==> config.mk <==
export PLATFORM = sky130hd
export DESIGN_NAME = bitfield_unit
export DESIGN_NICKNAME = d
export VERILOG_FILES = /design/src/rtl/bitfield_unit.sv
export SDC_FILE = /design/constraint.sdc
export NUM_CORES = 1
export LEC_CHECK = 0
export ABC_AREA = 1
export BUFFER_PORTS_ARGS = -buffer_cell sky130_fd_sc_hd__buf_2
export CORE_UTILIZATION = 35
export CTS_CLUSTER_SIZE = 10
export DETAILED_ROUTE_END_ITERATION = 10
export PLACE_DENSITY = 0.64
export SLEW_MARGIN = 10
export SYNTH_ARGS = -nofsm -noshare
export SYNTH_HDL_FRONTEND = slang
export SYNTH_SLANG_ARGS = --single-unit
==> constraint.sdc <==
create_clock -name clk -period 5.85 [get_ports clk]
set_input_delay 1.755 -clock clk [delete_from_list [all_inputs] [get_ports clk]]
set_output_delay 1.755 -clock clk [all_outputs]
set_load 0.005 [all_outputs]
==> src/rtl/bitfield_unit.sv <==
module bitfield_unit (
  input  logic        clk,
  input  logic        rst_n,
  input  logic        start,
  input  logic [2:0]  op,
  input  logic [31:0] rs,
  input  logic [31:0] rt,
  input  logic [4:0]  fld_hi,
  input  logic [4:0]  fld_lo,
  output logic [31:0] result,
  output logic        done,
  output logic        bad_op
);
  localparam logic [2:0] OP_CLZ = 3'd0;
  localparam logic [2:0] OP_CLO = 3'd1;
  localparam logic [2:0] OP_EXT = 3'd2;
  localparam logic [2:0] OP_INS = 3'd3;
  localparam logic [2:0] OP_SHF = 3'd4;
  localparam logic [4:0] SH_SWAP = 5'h02;
  localparam logic [4:0] SH_SEB  = 5'h10;
  localparam logic [4:0] SH_SEH  = 5'h18;

  logic [31:0] cnt_src;
  logic [5:0]  lead;
  logic [5:0]  ext_top;
  logic [5:0]  ins_w;
  logic [31:0] ext_mask, ins_mask;
  logic [31:0] nxt_res;
  logic        nxt_bad;

  assign cnt_src  = (op == OP_CLO) ? ~rs : rs;
  assign ext_top  = {1'b0, fld_hi} + {1'b0, fld_lo};
  assign ext_mask = 32'((33'd1 << ({1'b0, fld_hi} + 6'd1)) - 33'd1);
  assign ins_w    = {1'b0, fld_hi} - {1'b0, fld_lo} + 6'd1;
  assign ins_mask = 32'((33'd1 << ins_w) - 33'd1) << fld_lo;

  always_comb begin
    lead = 6'd32;
    for (int i = 0; i < 32; i++)
      if (cnt_src[i]) lead = 6'(31 - i);
  end

  always_comb begin
    nxt_res = '0;
    nxt_bad = 1'b0;
    case (op)
      OP_CLZ, OP_CLO: nxt_res = {26'd0, lead};
      OP_EXT:
        if (ext_top > 6'd31) nxt_bad = 1'b1;
        else nxt_res = (rs >> fld_lo) & ext_mask;
      OP_INS:
        if (fld_hi < fld_lo) nxt_bad = 1'b1;
        else nxt_res = (rt & ~ins_mask) | ((rs << fld_lo) & ins_mask);
      OP_SHF:
        case (fld_lo)
          SH_SWAP: nxt_res = {rt[23:16], rt[31:24], rt[7:0], rt[15:8]};
          SH_SEB:  nxt_res = {{24{rt[7]}}, rt[7:0]};
          SH_SEH:  nxt_res = {{16{rt[15]}}, rt[15:0]};
          default: nxt_bad = 1'b1;
        endcase
      default: nxt_bad = 1'b1;
    endcase
  end

  always_ff @(posedge clk) begin
    if (!rst_n) begin
      result <= '0;
      done   <= 1'b0;
      bad_op <= 1'b0;
    end else begin
      done <= start;
      if (start) begin
        result <= nxt_res;
        bad_op <= nxt_bad;
      end
    end
  end

  a_r2_done_after_start: assert property (@(posedge clk) disable iff (!rst_n)
    start |=> done);
  a_r2_done_only_after_start: assert property (@(posedge clk) disable iff (!rst_n)
    !start |=> !done);
  a_r2_hold_when_idle: assert property (@(posedge clk) disable iff (!rst_n)
    !start |=> ($stable(result) && $stable(bad_op)));
  a_r3_zero_word_saturates: assert property (@(posedge clk) disable iff (!rst_n)
    (start && op == OP_CLZ && rs == 32'd0) |=> (result == 32'd32 && !bad_op));
  a_r4_ones_word_saturates: assert property (@(posedge clk) disable iff (!rst_n)
    (start && op == OP_CLO && rs == 32'hFFFF_FFFF) |=> (result == 32'd32 && !bad_op));
  a_r6_bad_gives_zero: assert property (@(posedge clk) disable iff (!rst_n)
    bad_op |-> (result == 32'd0));
  a_r9_unused_op_flagged: assert property (@(posedge clk) disable iff (!rst_n)
    (start && op > OP_SHF) |=> bad_op);
endmodule

## Word level (Yosys, flattened, before mapping)

Cells that the tools add are included.
Widths: inputs -> output; s select.

- Bits in registers: 34
- Latch bits: 0
- Memory bits (writable): 0
- ROM bits: 0
- Logic and storage cells: 73
- Memories: 0

- Add/sub/neg operators: 6
- Multipliers: 0
- Div/mod/pow operators: 0
- Magnitude comparators: 2
- Eq/ne operators: 7
- Shifts and indexed selects: 5
- Multiplexer cells: 41
- Bitwise gates (word level): 6
- Reduce and logical (&&, ||, !) cells: 3

Operator list:

| kind | count |
|---|---|
| $mux 6 | 32 |
| $pmux 32 s4 | 1 |
| $and 32x32->32 | 3 |
| $mux 32 | 3 |
| $pmux 32 s3 | 1 |
| $not 32->32 | 2 |
| $shl 1x6->32 const A | 2 |
| $shl 32x5->32 | 2 |
| $sub 32x1->32 const B | 2 |
| $or 32x32->32 | 1 |
| $shr 32x5->32 | 1 |
| $eq 5x5->1 const B | 2 |
| $add 5x1->6 const B | 1 |
| $add 5x5->6 | 1 |
| $add 6x1->6 const B | 1 |
| $eq 3x2->1 const B | 2 |
| $gt 6x5->1 const B | 1 |
| $sub 5x5->6 | 1 |
| $eq 5x2->1 const B | 1 |
| $lt 5x5->1 | 1 |
| $pmux 1 s4 | 1 |
| $eq 3x1->1 const B | 1 |
| $eq 3x3->1 const B | 1 |
| $logic_not 3->1 | 1 |
| other kinds (3) | 5 |

## Depth between registers and ports, before layout

- Word-level depth: 35
- Depth in mapped cells: 38
- Gate-level depth less buffers: 38

## Worst setup path before layout

Ideal clock, no wire load.

- Path kind: input -> register
- From: input fld_lo[0]
- To: register result[31]
- Library setup time: 132 ps
- Arrival: 5982 ps
- Path slack: -264 ps
- Stages: 35
- Buffers on the path: 4
- Cells stage by stage: clkinv_1 > buf_2 > buf_2 > buf_2 > ha_1 > ha_1 > fa_1 > nand3_1 > nand2_2 > xor2_2 > nand2_4 > buf_8 > inv_2 > nand2_1 > ha_1 > inv_1 > nor2_4 > nand2_4 > nor2_4 > nand2_2 > nor2_4 > nand3_4 > nor2_2 > nand2_1 > or2_1 > nand3_1 > o211ai_1 > nand3_1 > nand4_1 > nand2_1 > o21ai_1 > nand3_1 > nand2_1 > nand2_1 > a21oi_2

- Longest elaborated chain between the ends: 10

Ends and longest elaborated chain:

| what | line | source |
|---|---|---|
| start, declared | 9 | `input logic [4:0] fld_lo,` |
| $sub 5x5->6 | 34 | `assign ins_w = {1'b0, fld_hi} - {1'b0, fld_lo} + 6'd1;` |
| $add 6x1->6 | 34 |  |
| $shl 1x6->32 | 35 | `assign ins_mask = 32'((33'd1 << ins_w) - 33'd1) << fld_lo;` |
| $sub 32x1->32 | 35 |  |
| $shl 32x5->32 | 35 |  |
| $not 32->32 | 53 | `else nxt_res = (rt & ~ins_mask) \| ((rs << fld_lo) & ins_mask);` |
| $and 32x32->32 | 53 |  |
| $or 32x32->32 | 53 |  |
| $mux 32 | 52 | `if (fld_hi < fld_lo) nxt_bad = 1'b1;` |
| $pmux 32 s4 * | 46 | `case (op)` |
| end signal, assigned | 73 | `result <= nxt_res;` |
| end, declared | 10 | `output logic [31:0] result,` |

Every way passes the cells marked *; elsewhere a longest branch is shown, timed or not.
A chain may end at the register's enable or synchronous reset.

## Worst setup path in the final report

- From: input fld_lo[3]
- To: register result[22]

Same word-level chain as after synthesis.

==> impl_summary.log <==
[metrics] All-Layer GR Usage: 30.78%
[metrics] peak fanout along the critical path: 4
[metrics] worst hold path cell count: 2
[metrics] met3 global-route usage: 3.025%
[metrics] number of DRC markers in iteration 0: 1357
[metrics] Post-synth EDFFs: 0
[metrics] number of global-route vias before repair: approximately 12000
[metrics] global placement routability congestion: approximately 1.1
[metrics] hold bufs inserted after CTS: 0
[metrics] actual slew at the worst max-slew pin: between 1000 and 1500 ps
[metrics] detailed-routing iteration count for the pre-antenna-repair pass: 10
[metrics] Max clock buf depth: 2
[metrics] Slew headroom: 24.29%
[metrics] gr busiest metal: met2
[metrics] Tot Pwr: roughly 1.8 mW
[metrics] most common cell type on the critical path: sky130_fd_sc_hd__nand2_1
[metrics] Net Sw Frac: between 50% and 60%
[metrics] fin crit share: between 90% and 100%
[metrics] total length of routed wires: 43840 um
[metrics] max-capacitance violation count: 0
[metrics] total number of vias: around 13000
[metrics] Finish-stage setup viols: 0
[metrics] Die Ht: approximately 170 um
[metrics] part of the power in the clock network: 20.0%
[metrics] top-area cell type share of the netlist area: 21.04%
[metrics] remaining number of nets flagged by the antenna check after routing: 0
[metrics] area grow syn2layout: 16.41%
[metrics] dominant cell by count in the synthesized netlist: sky130_fd_sc_hd__nand2_1
[metrics] overflow left after global routing: 0
[metrics] source of the worst register-to-register timing path: result[27]
[metrics] Total Die Area: around 0.028 mm^2
[metrics] Hold WS: around 460 ps
[metrics] number of placement rows: 60
[metrics] prevailing post-synth register cell: sky130_fd_sc_hd__dfxtp_1
[metrics] Warnings, synthesis: 0
[metrics] Synth area leaders: sky130_fd_sc_hd__nand2_1 (21%), sky130_fd_sc_hd__nor2_1 (10%), sky130_fd_sc_hd__o21ai_0 (9.1%)
[metrics] Via density: between 5 and 6
[metrics] total negative slack for setup checks: 0 ps
[metrics] arrival time of data at the critical path endpoint: just under 6000 ps
[metrics] cell-internal power: between 0.8 and 0.9 mW
[metrics] Floorplan Core Area: between 0.02 and 0.03 mm^2
[metrics] DPL Wire Length: 35820 um
[metrics] post-synthesis instance total: roughly 1900
[metrics] Initial Utilization: roughly 36%
[metrics] antenna violations before repair: 0
[metrics] syn_nets: 1970
[metrics] P_leak: ~5.4 nW
[metrics] Root Driver: sky130_fd_sc_hd__clkbuf_16
[metrics] count of cell types in the netlist: 67
[metrics] fin util: around 41%
[metrics] fraction of met1 tracks used by global routing: between 40% and 50%
[metrics] clock insertion delay at the later pin of the skew report: between 200 and 300 ps
[metrics] path type of the worst setup path: in2reg
[metrics] I/O pin cnt: about 110
[metrics] Startpoint Class: input port
[metrics] outcome: finished clean
[metrics] Period minus WS final: 5633 ps
[metrics] Final Hold Fails: 0
[metrics] IO buf count: between 100 and 150
[metrics] number of sinks handled by clock tree synthesis: 34
[metrics] total count of max-transition violations in the final report: 0
[metrics] Final nets: 2072
[metrics] post-route cell area: roughly 0.011 mm^2
[metrics] path class of the lowest-slack min-delay path: reg2reg
[metrics] clock tree from TritonCTS: built
[metrics] Fin Clk Skew: 0 ps
[metrics] NetSw: approximately 0.90 mW
[metrics] flip-flop and latch count after synthesis: 34
[metrics] Setup crit end kind: flip-flop
[metrics] CP max stage delay: roughly 520 ps
[metrics] biggest area consumer among synthesized cells: sky130_fd_sc_hd__nand2_1
[metrics] combinational power share: 66.6%
[metrics] startpoint of the worst hold path: result[5]
[metrics] critical path data required time: 6060 ps
[metrics] share of layout cells above drive strength 1: ~16%
[metrics] sequential share of power: approximately 13%
[metrics] WL/cell: 18.95 um
[metrics] DRC violations left: 0
[metrics] Syn Std Cell Area: roughly 0.0096 mm^2
[metrics] count of H-tree levels built during CTS: 2
[metrics] Antenna Cells: 0
[metrics] x dimension of the die: around 170 um
[metrics] Max VDD drop: roughly 0.08 mV
[metrics] fraction of the yosys area taken by sequential cells: roughly 7.1%
[metrics] clock input transition at the sequential cells of the worst setup and hold paths: 60 ps
[metrics] endpoint with the worst hold slack: result[5]
[metrics] most frequent cells after synthesis: sky130_fd_sc_hd__nand2_1 (536), sky130_fd_sc_hd__nor2_1 (258), sky130_fd_sc_hd__inv_1 (200)
[metrics] FF-to-FF setup slack: 5090 ps
[metrics] GR Util met2: between 50% and 60%
[metrics] Cell Area, Placed: 0.01076 mm^2
[metrics] achievable clock frequency: 0.1775 GHz
[metrics] fraction of registers with async set/reset: 0%
[metrics] number of cells traversed by the worst register-to-register path: 2
[metrics] syn_area_per_cell: roughly 5 um^2
[metrics] crit path max-delay cell type: sky130_fd_sc_hd__fa_1
[metrics] critical register-to-register path endpoint: result[27]
[metrics] largest net degree at the start of global routing: 86
[metrics] power density of the placed cells: 160.3 mW/mm^2
[metrics] clock buffer count from CTS: 5
[metrics] wire length of the first global-routing pass: about 67000 um
-- cell usage in the layout, fill, tap and decap left out, types with 24 or more instances in the layout --
cell type | synthesis | final
sky130_fd_sc_hd__o21ai_0 | 173 | 166
sky130_fd_sc_hd__a21oi_1 | 69 | 67
sky130_fd_sc_hd__buf_4 | 1 | 84
sky130_fd_sc_hd__nor3_1 | 25 | 24
sky130_fd_sc_hd__dfxtp_1 | 34 | 34
sky130_fd_sc_hd__nand2_1 | 536 | 536
sky130_fd_sc_hd__inv_1 | 200 | 195
sky130_fd_sc_hd__buf_2 | 35 | 113
sky130_fd_sc_hd__nor2_1 | 258 | 258
sky130_fd_sc_hd__nand3_1 | 138 | 130
sky130_fd_sc_hd__o21ai_1 | 26 | 27
-- worst max path at each step --
stage | slack (ps) | to | startpoint
3_5_place_dp | -100 | result[8] | fld_hi[1]
3_3_place_gp | -70 | result[8] | fld_hi[1]
4_1_cts | 180 | result[8] | fld_hi[1]
2_1_floorplan | 20 | result[31] | fld_lo[0]
6_report | 220 | result[22] | fld_lo[3]
5_1_grt | -30 | result[22] | fld_lo[3]
-- worst max-delay path: cells and delay by family --
kind	cells	cell delay [ps]
AOI/OAI and AO/OA	6	770
xor gates and xnor gates	2	320
adders and majority gates	3	810
buffers and inverters	8	720
and+or+nand+nor	15	1490
-- cell type report --
class                           count  area [um^2]
Fill cell                        3117        15740
Multi-Input combinational cell   1513         7770
Timing Repair Buffer              200         1239
Inverter                          218        823.3
Sequential cell                    34        680.7
Tap cell                          341        426.7
Clock buffer                        5        125.1
Clock inverter                      3        68.82
-- sequential cells by signal (all words and copies together), names as in the netlist --
name / cells
result: 32
bad_op: 1
done: 1
-- kinds of logic (layout without fill, tap and decap cells) --
group           count (synthesis)  in the layout  synth area share [%]
compound gates                400            400                 25.30
flops                          34             34                 7.117
other cells                     1              1               0.03921
buf+inv                       323            426                 13.41
xor+xnor                       47             47                 4.657
fa+ha+maj                      20             20                 2.773
simple gates                 1033           1033                 45.45
mux                            12             12                 1.256
-- power groups by stage --
stage	clock network, mW	logic (mW)	registers, mW
final	0.357	1.19	0.239
after global routing	0.365	1.30	0.240
after CTS	0.359	1.13	0.239
after detailed placement	0	1.12	0.244
after global placement	0	1.12	0.244
after floorplan	0	0.759	0.245
-- routing by layer --
metal  share of wire, %  wire length (um)
met1                 43             18860
met2                 44             19440
met3                7.1              3121
met4                5.5              2418
met5                  0                 0
-- metrics by stage --
step | setup WS (ps) | instances
final | 217.1 | 2314
after global routing | -25.71 | 2314
after CTS | 181.4 | 2312
after detailed placement | -103.6 | 2304
after global placement | -74.98 | 2304
after floorplan | 21.35 | 1870
-- repair_timing --
item / CTS / global route
hold endpoints to repair: 0 / 0
setup endpoints to repair: 0 / 26
buffers inserted: 0 / 2
gates resized for setup: 0 / 41
No activity file was read; power rests on OpenSTA's default activity.
